### config.mk
export PLATFORM = sky130hd
export DESIGN_NAME = cart_bank_ctrl
export DESIGN_NICKNAME = d
export VERILOG_FILES = /design/src/rtl/cart_bank_ctrl.sv
export SDC_FILE = /design/constraint.sdc
export NUM_CORES = 1
export LEC_CHECK = 0
export BUFFER_PORTS_ARGS = -buffer_cell sky130_fd_sc_hd__buf_2
export CORE_MARGIN = 1.5
export CORE_UTILIZATION = 44
export DETAILED_ROUTE_END_ITERATION = 10
export PLACE_DENSITY = 0.75
export SLEW_MARGIN = 15
export SYNTH_ARGS = -nofsm -noshare
export SYNTH_HDL_FRONTEND = slang
export SYNTH_SLANG_ARGS = --single-unit
### constraint.sdc
create_clock -name m2 -period 1.2 [get_ports m2]
set_clock_uncertainty 0.15 [all_clocks]
set_input_delay 0.12 -clock m2 [delete_from_list [all_inputs] [get_ports m2]]
set_output_delay 0.12 -clock m2 [all_outputs]
set_load 0.02 [all_outputs]
### src/rtl/cart_bank_ctrl.sv
module cart_bank_ctrl #(
  parameter int PRG_W = 4,
  parameter int CHR_W = 4,
  parameter int WIN_W = 2
) (
  input  logic             rst_n,
  input  logic             m2,
  input  logic             cpu_rw,
  input  logic [15:0]      cpu_a,
  input  logic [7:0]       cpu_d,
  input  logic [12:0]      ppu_a,
  output logic [PRG_W-1:0] prg_hi,
  output logic [CHR_W-1:0] chr_hi,
  output logic             snd_cs_n,
  output logic             snd_wr_n,
  output logic             snd_a0,
  output logic             irq_wr_n,
  output logic             irq_stop
);
  localparam int NWIN   = 1 << WIN_W;
  localparam int WIN_LO = 13 - WIN_W;

  logic [PRG_W-1:0] prg_q;
  logic             cs_q, stop_q;
  logic [CHR_W-1:0] chr_q [NWIN];

  wire sel_ctrl = cpu_a[15:13] == 3'b100;
  wire sel_snd  = cpu_a[15:13] == 3'b101;
  wire sel_irq  = cpu_a[15:13] == 3'b110;
  wire sel_chr  = cpu_a[15:13] == 3'b111;
  wire wr_phase = m2 & ~cpu_rw;

  logic unused_bits;
  assign unused_bits = ^{cpu_d[5:4], cpu_a[12:WIN_W], ppu_a[WIN_LO-1:0]};

  always_ff @(negedge m2 or negedge rst_n) begin
    if (!rst_n) begin
      prg_q  <= '0;
      cs_q   <= 1'b0;
      stop_q <= 1'b0;
      for (int i = 0; i < NWIN; i++) chr_q[i] <= CHR_W'(i);
    end else if (!cpu_rw) begin
      if (sel_ctrl) begin
        prg_q  <= cpu_d[PRG_W-1:0];
        cs_q   <= cpu_d[6];
        stop_q <= cpu_d[7];
      end
      if (sel_chr) chr_q[cpu_a[WIN_W-1:0]] <= cpu_d[CHR_W-1:0];
    end
  end

  assign prg_hi   = prg_q;
  assign snd_cs_n = cs_q;
  assign irq_stop = stop_q;
  assign chr_hi   = chr_q[ppu_a[12:WIN_LO]];
  assign snd_wr_n = ~(wr_phase & sel_snd);
  assign irq_wr_n = ~(wr_phase & sel_irq);
  assign snd_a0   = cpu_a[0];
endmodule

Word level (Yosys, flattened, before mapping)

Cells that the tools add are included.

Bits in registers: 22
Bits in latches: 0
Memory bits (writable): 0
Bits in read-only memories: 0
Input bits: 40
Output and inout bits: 13
Word-level logic and storage cells: 31
Memories kept: 0

Add/subtract/negate cells: 0
$mul: 0
Divide/modulo/power cells: 0
Magnitude comparators: 3
Equality and inequality tests: 4
Shift-type cells: 0
Multiplexer cells: 6
Bitwise logic cells: 8
Reduce and logical (&&, ||, !) cells: 3

Operators with widths:

| cell                                                      | count |
|---|---|
| bitwise mux 16 bit                                        | 1 |
| equality test 3 bit (second input constant)               | 4 |
| 2-to-1 mux 4 bit                                          | 3 |
| binary-select mux 4 bit (select 2 bit)                    | 1 |
| demux 4 bit (select 2 bit)                                | 1 |
| greater-or-equal comparator 3 bit (second input constant) | 2 |
| inverter 2 -> 3 bit                                       | 2 |
| AND reduction 2 bit                                       | 2 |
| bitwise AND 1 bit                                         | 3 |
| < comparator 3 x 1 -> 1 bit (second input constant)       | 1 |
| inverter 1 bit                                            | 3 |
| logical AND 1 bit                                         | 1 |

Longest topological paths before layout

Word-level depth: 6
Mapped depth: 3
Mapped depth without buffers: 3

==> results.py <==
metrics = {
    "placement": {
        "place_hpwl_um": 1521,
        "routabilityCongestion": 0.7358,
        "portBuffers": 28,
        "pre_cts_slack_ns": -0.9007,
    },
    "worst_setup_path": {
        "critPathRequiredTime_ns": 0.93,
        "cp.arrival_ns": 2.07,
        "crit_path_max_incr_delay_ns": 0.46,
        "crit_type": "flip-flop to output pin",
        "cp_cell_sequence": "mux4_2 -> buf_6",
        "cp_slowest_cell": "mux4_2",
        "crit_path_start_kind": "flip-flop",
        "crit_path_max_fanout": 2,
        "end_kind": "output pin",
    },
    "run_status": {
        "violations": "negative setup slack",
        "status": "complete, but fails checks",
    },
    "route": {
        "firstDrtPassIters": 4,
        "drc": 0,
        "num_vias": 747,
        "viasPerCell": 5.047,
        "wl_per_cell_um": 16.97,
        "wl_um": 2511,
        "ant_nets": 0,
        "drt_iter0_markers": 8,
    },
    "floorplan": {
        "start_util_pct": 46.32,
        "coreArea_um2": 2212,
        "fp-row-count": 17,
        "die_x_um": 51.26,
        "fp.dieArea_um2": 2628,
        "die_h_um": 51.26,
        "io_pins": 53,
    },
    "layout": {
        "multiInputGateArea_um2": 548.0,
        "seqCellArea_um2": 555.5,
        "final_common_cell": "mux2_4",
        "drive_gt1_share_pct": 76.67,
        "final_cell_mix": "mux2_4 (21), dfrtn_1 (18), buf_4 (18)",
        "area_delta_synth_final_pct": 58.61,
        "num_antenna_cells": 0,
        "nets": 160,
        "fillers": 143,
    },
    "clocking": {
        "cts.clk_slew.worst_paths_ns": 0.09,
        "tritoncts": "done",
        "clkLatencyLatePin_ns": 0.50,
    },
    "power_and_ir_drop": {
        "p_clk_share_pct": 30.4,
        "p_switching_mw": 0.7354,
        "leakage_nw": 0.8081,
        "switching_share_pct": 28.92,
        "ir_drop_v": 0.001160,
        "powerDensity_nw_per_um2": 1564,
        "total_power_mw": 2.542,
        "pwr-share-comb_pct": 29.5,
        "seqPwrFrac_pct": 40.1,
        "p_int_mw": 1.807,
    },
    "logic_synthesis": {
        "synth-compound-area-share_pct": 0,
        "synthAdderAreaFrac_pct": 0,
        "syn_nets": 100,
        "synthCells": 60,
        "synth_top_family_by_area": "multiplexers",
        "ys.warnings.count": 0,
        "synth_top_cell_area_share_pct": 43.96,
        "synthMuxAreaShare_pct": 34.43,
        "ys_seq_elements": 22,
        "synth_xor_area_share_pct": 0,
        "yosysUniqueCellTypes": 14,
        "synth_top_area_cell": "dfrtn_1",
        "synth.area.top_cells": "dfrtn_1 (44%), mux2_2 (20%), dfstp_2 (10%)",
        "synth-simple-area-share_pct": 10.26,
        "yosysSeqAreaShare_pct": 54.21,
        "synth_area_um2": 1025,
        "syn_avg_cell_area_um2": 17.08,
    },
    "sta": {
        "rsz0062_at_grt": "yes",
        "drv_slew": 0,
        "timing.final.ws_setup_ns": -1.144,
        "worst_slew_pin_slew_ns": 0.3391,
        "setup_viol": 34,
        "max-slew-margin-rel_pct": 77.37,
        "finalHoldViolCount": 0,
    },
    "global_routing": {
        "grtUsageTotal_pct": 22.22,
        "globalRouteOverflowTotal": 0,
        "grt_max_degree": 14,
        "antenna_found_initial": 0,
        "grt_first_pass_wirelength_um": 3926,
        "grt_pass1_vias": 819,
    },
    "worst_hold_path": {
        "hp-class": "input pin to flip-flop",
    },
    "run": {
        "drv_cap": 0,
    },
}
[registers in the layout, summed over array words and instances (netlist names)]
name,cells
chr_q,16
prg_hi,4
irq_stop,1
snd_cs_n,1
[routing by layer]
metal | global-route usage, % | wire (um)
met4 | 15.79 | 46
met3 | 9.064 | 117
met5 | 0 | 0
met2 | 33.77 | 1325
met1 | 25.24 | 1021
[power by group through the flow]
stage | registers, mW | logic, mW | clock network (mW)
after floorplan | 1.04 | 0.267 | 0.0373
after global placement | 1.00 | 0.484 | 0.0416
after detailed placement | 1.01 | 0.499 | 0.0416
after CTS | 1.01 | 0.689 | 0.760
after global routing | 1.03 | 0.792 | 0.854
final | 1.02 | 0.750 | 0.774
[final cells by class]
class,count,share of cell area (%)
Multi-Input combinational cell,36,33.72
Tap cell,28,2.156
Timing Repair Buffer,47,23.40
Clock buffer,10,5.235
Sequential cell,22,34.18
Clock inverter,5,1.309
[kinds of logic after synthesis]
kind of cell	count (synthesis)
AND/OR/NAND/NOR	10
flip-flops	22
multiplexers	26
buffers and inverters	2
[stage by stage]
step                instances  hold slack (ns)  setup TNS, ns  utilization [%]  instance area (um2)
floorplan                  60           0.1658         -17.26                -                 1031
global placement          125           0.1871         -21.39            57.58                 1274
detailed placement        125           0.1871         -22.09            57.58                 1274
CTS                       144           0.2310         -16.06            70.64                 1563
global route              148           0.2175         -17.52            73.47                 1625
finish                    148           0.2289         -16.52            73.47                 1625
[synth_stat cells]
library cell / instances
nand4b_1: 2
nand4b_4: 1
buf_4: 1
inv_1: 1
nor3b_2: 3
nor2_1: 1
dfstp_2: 4
mux2_2: 18
or3_4: 1
dfrtn_1: 18
nand2_1: 1
mux4_2: 4
mux2_4: 4
and2b_1: 1
[path summary, 6_finish.rpt]
| path | from | end | slack, ns | cells after the start |
|---|---|---|---|---|
| worst max-delay path | chr_q[1]$_DFFE_NN1P_ | chr_hi[1] | -1.14 | 2 |
| worst min-delay path | cpu_d[7] | irq_stop$_DFFE_NN0P_ | 0.23 | 2 |
| worst max register to register | chr_q[3]$_DFFE_NN0P_ | chr_q[3]$_DFFE_NN0P_ | 0.04 | 3 |
| worst min register to register | chr_q[14]$_DFFE_NN0P_ | chr_q[14]$_DFFE_NN0P_ | 0.31 | 1 |
| max in group asynchronous | rst_n | prg_hi[1]$_DFFE_NN0P_ | 0.12 | 3 |
| min in group asynchronous | rst_n | chr_q[15]$_DFFE_NN0P_ | 0.41 | 2 |
[critical path, delay by kind of cell (launching register included)]
kind	cells	cell delay [ns]
buf+inv	1	0.15
flops	1	0.36
mux	1	0.46
[timing repair]
action / in CTS / in global routing
hold endpoints to repair: 7 / 0
pin swaps: 4 / 2
setup endpoints to repair: 34 / 42
gates resized for setup: 44 / 10
hold buffers: 1 / 0
setup buffers: 6 / 4
Note: power is estimated with default switching activity, not from simulation.
